$ cat src/rtl/lfsr_cd_pkg.sv
package lfsr_cd_pkg;
    typedef enum logic [1:0] {
        CD_IDLE   = 2'd0,
        CD_COUNT  = 2'd1,
        CD_HALTED = 2'd2
    } cd_mode_t;

    localparam int CD_WIDTH  = 9;
    localparam int CD_TAP_HI = 8;
    localparam int CD_TAP_LO = 4;
    localparam int CD_GROUP  = 3;
endpackage

$ cat src/rtl/lfsr_cd_shift.sv
module lfsr_cd_shift #(
    parameter int W      = lfsr_cd_pkg::CD_WIDTH,
    parameter int TAP_HI = lfsr_cd_pkg::CD_TAP_HI,
    parameter int TAP_LO = lfsr_cd_pkg::CD_TAP_LO
) (
    input  logic         clk,
    input  logic         rst,
    input  logic         load,
    input  logic [W-1:0] preset,
    input  logic         advance,
    output logic [W-1:0] state_q
);
    logic         fb;
    logic [W-1:0] state_d;

    // XNOR feedback keeps all-zeros inside the sequence
    assign fb = ~(state_q[TAP_HI] ^ state_q[TAP_LO]);

    always_comb begin
        if (load)
            state_d = preset;
        else if (advance)
            state_d = {state_q[W-2:0], fb};
        else
            state_d = state_q;
    end

    always_ff @(posedge clk) begin
        if (rst)
            state_q <= '0;
        else
            state_q <= state_d;
    end
endmodule

$ cat src/rtl/lfsr_cd_zdet.sv
module lfsr_cd_zdet #(
    parameter int W  = lfsr_cd_pkg::CD_WIDTH,
    parameter int GW = lfsr_cd_pkg::CD_GROUP
) (
    input  logic         clk,
    input  logic         rst,
    input  logic         flush,
    input  logic [W-1:0] value,
    output logic         hit
);
    localparam int NGRP = (W + GW - 1) / GW;

    logic [NGRP-1:0] grp_zero;
    logic [NGRP-1:0] grp_q;

    for (genvar g = 0; g < NGRP; g++) begin : g_grp
        localparam int LO = g * GW;
        localparam int HI = ((LO + GW) > W) ? (W - 1) : (LO + GW - 1);
        assign grp_zero[g] = ~|value[HI:LO];
    end

    // stage one: per-group zero flags, cleared on a load
    always_ff @(posedge clk) begin
        if (rst || flush)
            grp_q <= '0;
        else
            grp_q <= grp_zero;
    end

    // stage two is the controller's registered transition
    assign hit = &grp_q;
endmodule

$ cat src/rtl/lfsr_cd_ctrl.sv
module lfsr_cd_ctrl
    import lfsr_cd_pkg::*;
(
    input  logic     clk,
    input  logic     rst,
    input  logic     load,
    input  logic     step_en,
    input  logic     hit,
    output logic     advance,
    output logic     done_q,
    output cd_mode_t mode_q
);
    cd_mode_t mode_d;

    always_comb begin
        mode_d = mode_q;
        if (load) begin
            mode_d = CD_COUNT;
        end else begin
            unique case (mode_q)
                CD_IDLE:   mode_d = CD_IDLE;
                CD_COUNT:  if (hit) mode_d = CD_HALTED;
                CD_HALTED: mode_d = CD_HALTED;
                default:   mode_d = CD_IDLE;
            endcase
        end
    end

    always_ff @(posedge clk) begin
        if (rst)
            mode_q <= CD_IDLE;
        else
            mode_q <= mode_d;
    end

    always_ff @(posedge clk) begin
        if (rst || load)
            done_q <= 1'b0;
        else if (mode_q == CD_COUNT && hit)
            done_q <= 1'b1;
    end

    assign advance = (mode_q == CD_COUNT) && step_en;
endmodule

$ cat src/rtl/lfsr_countdown.sv
module lfsr_countdown
    import lfsr_cd_pkg::*;
(
    input  logic                clk,
    input  logic                rst,
    input  logic                load,
    input  logic [CD_WIDTH-1:0] preset,
    input  logic                step_en,
    output logic [CD_WIDTH-1:0] count,
    output logic                done
);
    logic     advance;
    logic     hit;
    cd_mode_t mode_q;

    lfsr_cd_ctrl u_ctrl (
        .clk     (clk),
        .rst     (rst),
        .load    (load),
        .step_en (step_en),
        .hit     (hit),
        .advance (advance),
        .done_q  (done),
        .mode_q  (mode_q)
    );

    lfsr_cd_shift #(.W(CD_WIDTH), .TAP_HI(CD_TAP_HI), .TAP_LO(CD_TAP_LO)) u_shift (
        .clk     (clk),
        .rst     (rst),
        .load    (load),
        .preset  (preset),
        .advance (advance),
        .state_q (count)
    );

    lfsr_cd_zdet #(.W(CD_WIDTH), .GW(CD_GROUP)) u_zdet (
        .clk   (clk),
        .rst   (rst),
        .flush (load),
        .value (count),
        .hit   (hit)
    );
endmodule

$ cat config.mk
export PLATFORM = sky130hd
export DESIGN_NAME = lfsr_countdown
export DESIGN_NICKNAME = d
export VERILOG_FILES = /design/src/rtl/lfsr_cd_pkg.sv /design/src/rtl/lfsr_cd_shift.sv /design/src/rtl/lfsr_cd_zdet.sv /design/src/rtl/lfsr_cd_ctrl.sv /design/src/rtl/lfsr_countdown.sv
export SDC_FILE = /design/constraint.sdc
export NUM_CORES = 1
export LEC_CHECK = 0
export BUFFER_PORTS_ARGS = -buffer_cell sky130_fd_sc_hd__buf_4
export CAP_MARGIN = 25
export CORE_ASPECT_RATIO = 1.1
export CORE_MARGIN = 5
export CORE_UTILIZATION = 48
export DETAILED_ROUTE_END_ITERATION = 8
export PLACE_DENSITY = 0.76
export SLEW_MARGIN = 15
export SYNTH_ARGS = -nofsm -noshare
export SYNTH_HDL_FRONTEND = slang
export SYNTH_HIERARCHICAL = 1
export SYNTH_SLANG_ARGS = --single-unit
$ cat constraint.sdc
create_clock -name clk -period 1.85 [get_ports clk]
set_input_delay 0.0925 -clock clk [delete_from_list [all_inputs] [get_ports clk]]
set_output_delay 0.0925 -clock clk [all_outputs]
set_load 0.01 [all_outputs]
==> results.sh, run 1 <==
export IMPL_status="finished clean"
export IMPL_syn_cell_area_um2=726
export IMPL_power_leakage_nw=0.428
export IMPL_peakVddDrop_mv=0.421
export IMPL_post_drt_wl_per_cell_um=13.7
export IMPL_synthCells=64
export IMPL_relSlewSlack=0.830
export IMPL_drt_pass1_iter_count=2
export IMPL_core_area_mm2=0.00140
export IMPL_synth_seq_cells=15
export IMPL_viasPerCell=5.01
export IMPL_setup_viol=0
export IMPL_grt_pass1_wl_mm=2.39
export IMPL_cts_tree="built"
export IMPL_startpoint_type="register"
export IMPL_drc_errors=0
export IMPL_grt_overflow=0
export IMPL_crit_start="u_ctrl/mode_q[1]"
export IMPL_path_class="reg2reg"
export IMPL_finalSetupTns_ps=0
export IMPL_grt_max_degree=15
export IMPL_hp_class="in2reg"
export IMPL_clockRootBuffer="clkbuf_4"
export IMPL_rsz0062_at_grt="false"
export IMPL_cp_max_fo=10
export IMPL_maxCapViolations=0
export IMPL_antenna_found_initial=0
export IMPL_die_h_um=50.8
export IMPL_num_vias=521
export IMPL_antenna_left=0
export IMPL_endpoint_kind="register"
export IMPL_clkPwrFrac=0.276
export IMPL_path_clk_slew_ps=100
export IMPL_utilization=0.659
export IMPL_post_synth_cell_area_avg_um2=11.3
export IMPL_drv_slew=0
export IMPL_cts_buffer_depth=2
export IMPL_hpwl_mm=1.05
export IMPL_cts_hold_buf=0
export IMPL_fp_row_count=14
export IMPL_cts_setup_buffers=0
export IMPL_p_sw_w=0.000177
export IMPL_r2r_slack_ps=280
export IMPL_r2r_cells=7
export IMPL_fin_total_pwr_w=0.000675
export IMPL_insertion_delay_ps=280
export IMPL_pwr_share_seq=0.537
export IMPL_pin_count=23
export IMPL_grt_pass1_vias=559
export IMPL_htreeDepth=1
export IMPL_initial_utilization=0.518
export IMPL_diodes=0
export IMPL_io_buffers=22
export IMPL_rr_endpoint="u_shift/state_q[7]"
export IMPL_grtUsageTotal=0.134
export IMPL_place_gp_congestion=0.645
export IMPL_pwr_share_comb=0.187
export IMPL_seq_area_frac_synth=0.414
export IMPL_hold_viol=0
export IMPL_timing_fmax_mhz=637
export IMPL_synth_cell_types=23
export IMPL_fp_dieArea_mm2=0.00239
export IMPL_layout_drive_gt1_share=0.455
export IMPL_power_internal_w=0.000499
export IMPL_path_cells="inv_1 > ha_1 > and2_1 > buf_4 > mux2_4 > mux2i_1 > nor2_1"
export IMPL_synth_warnings=6
export IMPL_tightest_slew_ps=255
export IMPL_reg2reg_from="u_ctrl/mode_q[1]"
export IMPL_fin_crit_sh=0.849
export IMPL_die_x_um=47.1
export IMPL_cts_sinks=15
export IMPL_critPathCapture="u_shift/state_q[7]"
export IMPL_synth_nets=78
export IMPL_cts_buffers=3
export IMPL_drt_iter0_drc=1
export IMPL_cts_resized=0
export IMPL_nNetsFinal=103
export IMPL_multi_input_area_um2=388
export IMPL_fill_cells=124
export IMPL_min_period_ps=1570
export IMPL_cpPeakStageDelay_ps=350
export IMPL_whs_ps=45.7
export IMPL_area_growth_pct=27.2
export IMPL_power_density_mw_per_mm2=732
export IMPL_swShare=0.262
export IMPL_crit_required_ps=2030
export IMPL_arrival_ps=1750
export IMPL_seq_area_um2=300
export IMPL_drt_wl_total_mm=1.43
export IMPL_skew_ps=5.06
export IMPL_cp_slowest_cell="dfxtp_1"
[synthesized netlist by cell type]
master	number	area, um^2
xnor2_1	1	8.76
and3_1	1	6.26
and2_1	1	6.26
a2111oi_2	1	15.0
nand2b_1	1	6.26
buf_1	1	3.75
mux2i_1	8	80.1
ha_1	1	12.5
buf_6	1	11.3
nor2_1	8	30.0
inv_1	4	15.0
a221oi_1	1	8.76
nand2_1	1	3.75
nor3_1	1	5.00
buf_4	1	7.51
nor4_4	1	21.3
nor4_2	2	25.0
nor3b_1	1	7.51
a21oi_1	3	15.0
nand3b_1	1	7.51
or2_4	1	8.76
mux2_4	8	120
dfxtp_1	15	300
[critical path: cells and delay by family, from the launching register on]
family / cells / cell delay [ps]
adder cells (fa/ha/maj): 1 / 220
buffers and inverters: 2 / 240
flip-flops: 1 / 350
multiplexers: 2 / 430
AND/OR/NAND/NOR: 2 / 240
[cell usage in the layout, fill, tap and decap left out, drive strengths merged, types with 3 or more instances in the layout]
cell / instances
clkbuf: 3
mux2i: 8
dfxtp: 15
a21oi: 3
inv: 4
mux2: 8
buf: 23
nor2: 8
nor4: 3
[power by group through the flow]
stage               Clock, W  Sequential [W]  Combinational, W
global route        0.000210        0.000366          0.000137
CTS                 0.000189        0.000363          0.000128
global placement           0        0.000370          0.000125
finish              0.000187        0.000363          0.000126
floorplan                  0        0.000372         0.0000734
detailed placement         0        0.000370          0.000127
[how the worst min path moves through the flow]
stage               cells after the start  slack, ps       from                 end
floorplan                               1        160       load    u_ctrl/mode_q[1]
global placement                        3        320  preset[7]  u_shift/state_q[7]
detailed placement                      3        340  preset[3]  u_shift/state_q[3]
CTS                                     3         40  preset[6]  u_shift/state_q[6]
global route                            3         60  preset[7]  u_shift/state_q[7]
finish                                  3         50  preset[6]  u_shift/state_q[6]
[per-stage QoR]
step                      setup WS [ps]  cells  cell area, um^2
final                               279    104              923
after detailed placement            286    100              896
after CTS                           266    104              923
after global routing                178    104              923
after floorplan                     427     64              726
after global placement              358    100              896
[registers in the layout, indices dropped and copies added (netlist names)]
name	flops
u_ctrl/mode_q	2
u_ctrl/done_q	1
u_shift/state_q	9
u_zdet/grp_q	3
[metal layers]
metal	GRT usage	routed length [um]	up-vias
met2	0.219	726	11
met5	0	0	-
met3	0.0357	47	0
met1	0.166	651	241
li1	-	-	269
met4	0.0415	0	0
[layout make-up]
| cell class | count | area share |
|---|---|---|
| multi-input cells | 42 | 0.420 |
| inverters | 4 | 0.0163 |
| clock inverters | 1 | 0.00542 |
| flip-flops and latches | 15 | 0.325 |
| repair buffers | 23 | 0.187 |
| well taps | 16 | 0.0217 |
| clock buffers | 3 | 0.0244 |
[logic make-up (layout without fill, tap and decap cells)]
group / after synthesis / count (layout) / share of synthesized area
AO/OA/AOI/OAI: 5 / 5 / 0.0534
XOR/XNOR: 1 / 1 / 0.0121
adder cells (fa/ha/maj): 1 / 1 / 0.0172
buffers and inverters: 7 / 31 / 0.0517
flip-flops: 15 / 15 / 0.414
multiplexers: 16 / 16 / 0.276
AND/OR/NAND/NOR: 19 / 19 / 0.176
(Power assumes the default switching activity.)
==> run 2: changes to the inputs <==
--- a/config.mk
+++ b/config.mk
@@ -5,6 +5,7 @@
 export SDC_FILE = /design/constraint.sdc
 export NUM_CORES = 1
 export LEC_CHECK = 0
+export ABC_AREA = 1
 export BUFFER_PORTS_ARGS = -buffer_cell sky130_fd_sc_hd__buf_4
 export CAP_MARGIN = 25
 export CORE_ASPECT_RATIO = 1.1
==> constraint.sdc (replaced) <==
create_clock -name clk -period 1.5 [get_ports clk]
set_input_delay 0.075 -clock clk [delete_from_list [all_inputs] [get_ports clk]]
set_output_delay 0.075 -clock clk [all_outputs]
set_load 0.01 [all_outputs]
==> run 2 against run 1 <==
  * Total power increased by 24%
  * Synthesized cell count rose by 73%
  * Clock skew fell by 4.2 ps
  * Critical path type unchanged
  * Cell count up 51%
  * Critical endpoint is now u_shift/state_q[3]
  * Sequential power rose by 21%
  * Die area rose by 1.9%
==> results.sh, run 2 <==
export IMPL_synth_nets=125
export IMPL_area_growth_pct=33.0
export IMPL_synth_area_leaders="dfxtp_1, nand2_1, inv_1"
export IMPL_fill_cells=141
export IMPL_fin_ws_ps=101
export IMPL_synth_cell_types=14
export IMPL_htreeDepth=1
export IMPL_drt_iter0_drc=21
export IMPL_r2r_cells=7
export IMPL_synth_largest_area_cell="dfxtp_1"
export IMPL_place_gp_congestion=0.803
export IMPL_clockRootBuffer="clkbuf_4"
export IMPL_skew_ps=0.818
export IMPL_cts_buffers=3
export IMPL_cts_sinks=15
export IMPL_multi_input_area_um2=347
export IMPL_crit_required_ps=1720
export IMPL_synth_top_family_by_area="simple AND/OR/NAND/NOR gates"
export IMPL_synth_seq_cells=15
export IMPL_arrival_ps=1620
export IMPL_cp_max_fo=6
export IMPL_post_synth_cell_area_avg_um2=6.70
export IMPL_place_ws_ps=116
export IMPL_whs_ps=76.5
export IMPL_netlist_area_leader_share=0.404
export IMPL_relSlewSlack=0.851
export IMPL_antenna_left=0
export IMPL_fp_dieArea_mm2=0.00244
export IMPL_core_area_mm2=0.00152
export IMPL_utilization=0.650
export IMPL_synthArstFlopShare=0
export IMPL_synth_adder_area_share=0.0168
export IMPL_post_route_cell_area_um2=988
export IMPL_grt_pass1_vias=655
export IMPL_synth_simple_gate_area_share=0.367
export IMPL_path_clk_slew_ps=90
export IMPL_timing_fmax_mhz=715
export IMPL_grt_overflow=0
export IMPL_die_x_um=47.5
export IMPL_post_drt_wl_per_cell_um=11.3
export IMPL_endpoint_kind="register"
export IMPL_synth_xor_area_frac=0
export IMPL_startpoint_type="register"
export IMPL_cts_buffer_depth=2
export IMPL_pin_count=23
export IMPL_initial_utilization=0.489
export IMPL_seq_area_um2=300
export IMPL_fin_total_pwr_w=0.000838
export IMPL_synth_compound_area_share=0.0606
export IMPL_drt_wl_total_mm=1.78
export IMPL_fin_crit_sh=0.933
export IMPL_min_period_ps=1400
export IMPL_syn_cell_area_um2=743
export IMPL_grtUsageTotal=0.153
export IMPL_yosysMostFrequentCell="nand2_1"
export IMPL_hpwl_mm=1.21
export IMPL_power_density_mw_per_mm2=848
export IMPL_drc_errors=0
export IMPL_die_h_um=51.3
export IMPL_synth_mux_area_frac=0
export IMPL_insertion_delay_ps=280
export IMPL_drv_slew=0
export IMPL_diodes=0
export IMPL_post_dp_cell_area_um2=907
export IMPL_largest_register="u_shift/state_q"
export IMPL_hold_viol=0
export IMPL_peakVddDrop_mv=0.501
export IMPL_io_buffers=22
export IMPL_reg_largest_list="u_shift/state_q x9, u_zdet/grp_q x3, u_ctrl/mode_q x2"
export IMPL_cts_tree="built"
export IMPL_num_vias=746
export IMPL_setup_viol=0
export IMPL_drt_pass1_iter_count=4
export IMPL_layout_drive_gt1_share=0.264
export IMPL_maxCapViolations=0
export IMPL_grt_max_degree=15
export IMPL_viasPerCell=4.75
export IMPL_antenna_found_initial=0
export IMPL_path_class="reg2reg"
export IMPL_synthTopCellsByCount="nand2_1, inv_1, nand3_1, dfxtp_1, nor2_1"
export IMPL_final_common_cell="nand2_1"
export IMPL_hold_depth=5
export IMPL_nNetsFinal=155
export IMPL_synthCells=111
export IMPL_hp_class="in2reg"
export IMPL_seq_area_frac_synth=0.404
export IMPL_power_leakage_nw=0.543
export IMPL_ys_flop_type="dfxtp_1"
export IMPL_status="finished clean"
export IMPL_r2r_slack_ps=100
export IMPL_final_cell_mix="nand2_1, buf_4, inv_1"
export IMPL_largest_register_ffs=9
export IMPL_grt_pass1_wl_mm=2.66
export IMPL_synth_edf_count=0
export IMPL_tightest_slew_ps=223
export IMPL_fp_row_count=15
export IMPL_synth_warnings=6
-- run 2: cell count changes after synthesis, sizes merged, moves of 2 or more --
cell and change:
nor4 -3, mux2i -8, mux2 -8, inv +20, nand2 +33, o21ai +2, nand3 +17, nor2 +2
-- run 2: timing repair --
item / in CTS / in global routing
hold buffers: 1 / 0
hold endpoints to repair: 3 / 0
buffers inserted: 0 / 2
resized for setup: 0 / 4
setup endpoints to repair: 0 / 9
-- run 2: final cells by class --
| cell class | instances | share of cell area |
|---|---|---|
| Multi-Input combinational cell | 71 | 0.351 |
| Tap cell | 17 | 0.0215 |
| Sequential cell | 15 | 0.304 |
| Inverter | 24 | 0.0949 |
| Timing Repair Buffer | 25 | 0.196 |
| Clock inverter | 1 | 0.00506 |
| Timing Repair inverter | 1 | 0.00506 |
| Clock buffer | 3 | 0.0228 |
-- run 2: per-layer routing --
metal	routed length, um	part of all wire	vias to the layer above	global-route usage
li1	-	-	396	-
met1	765	0.43	319	0.172
met2	869	0.49	29	0.252
met3	128	0.072	2	0.0458
met4	14	0.0079	0	0.0691
met5	0	0	-	0
-- run 2: logic make-up after synthesis --
group / after synthesis
AOI/OAI and AO/OA: 7
adders and majority gates: 1
buffers and inverters: 26
DFF: 15
and+or+nand+nor: 62
-- run 2: critical path, stage by stage, from the launching register on --
cell and delay, ps:
dfxtp_1 320, inv_1 50, ha_2 200, nand2_2 90, clkinvlp_4 220, nor2_4 220
nand2_1 70, a21oi_1 150
-- run 2: power by group --
| part | leakage, nW | switching, W | internal (W) |
|---|---|---|---|
| sequential | 0.124 | 0.0000193 | 0.000421 |
| clock | 0.0177 | 0.000137 | 0.0000990 |
| combinational | 0.401 | 0.0000841 | 0.0000775 |
-- run 2: metrics by stage --
stage / TNS (ps) / instances
after detailed placement: 0 / 148
after CTS: 0 / 153
after global placement: 0 / 148
after floorplan: 0 / 111
after global routing: -2.35 / 157
final: 0 / 157
-- run 2: worst paths after layout --
check,from,end
setup reg to reg,u_ctrl/mode_q[1],u_shift/state_q[3]
setup / recovery,u_ctrl/mode_q[1],u_shift/state_q[3]
hold reg to reg,u_ctrl/done_q,u_ctrl/done_q
hold / removal,preset[8],u_shift/state_q[8]
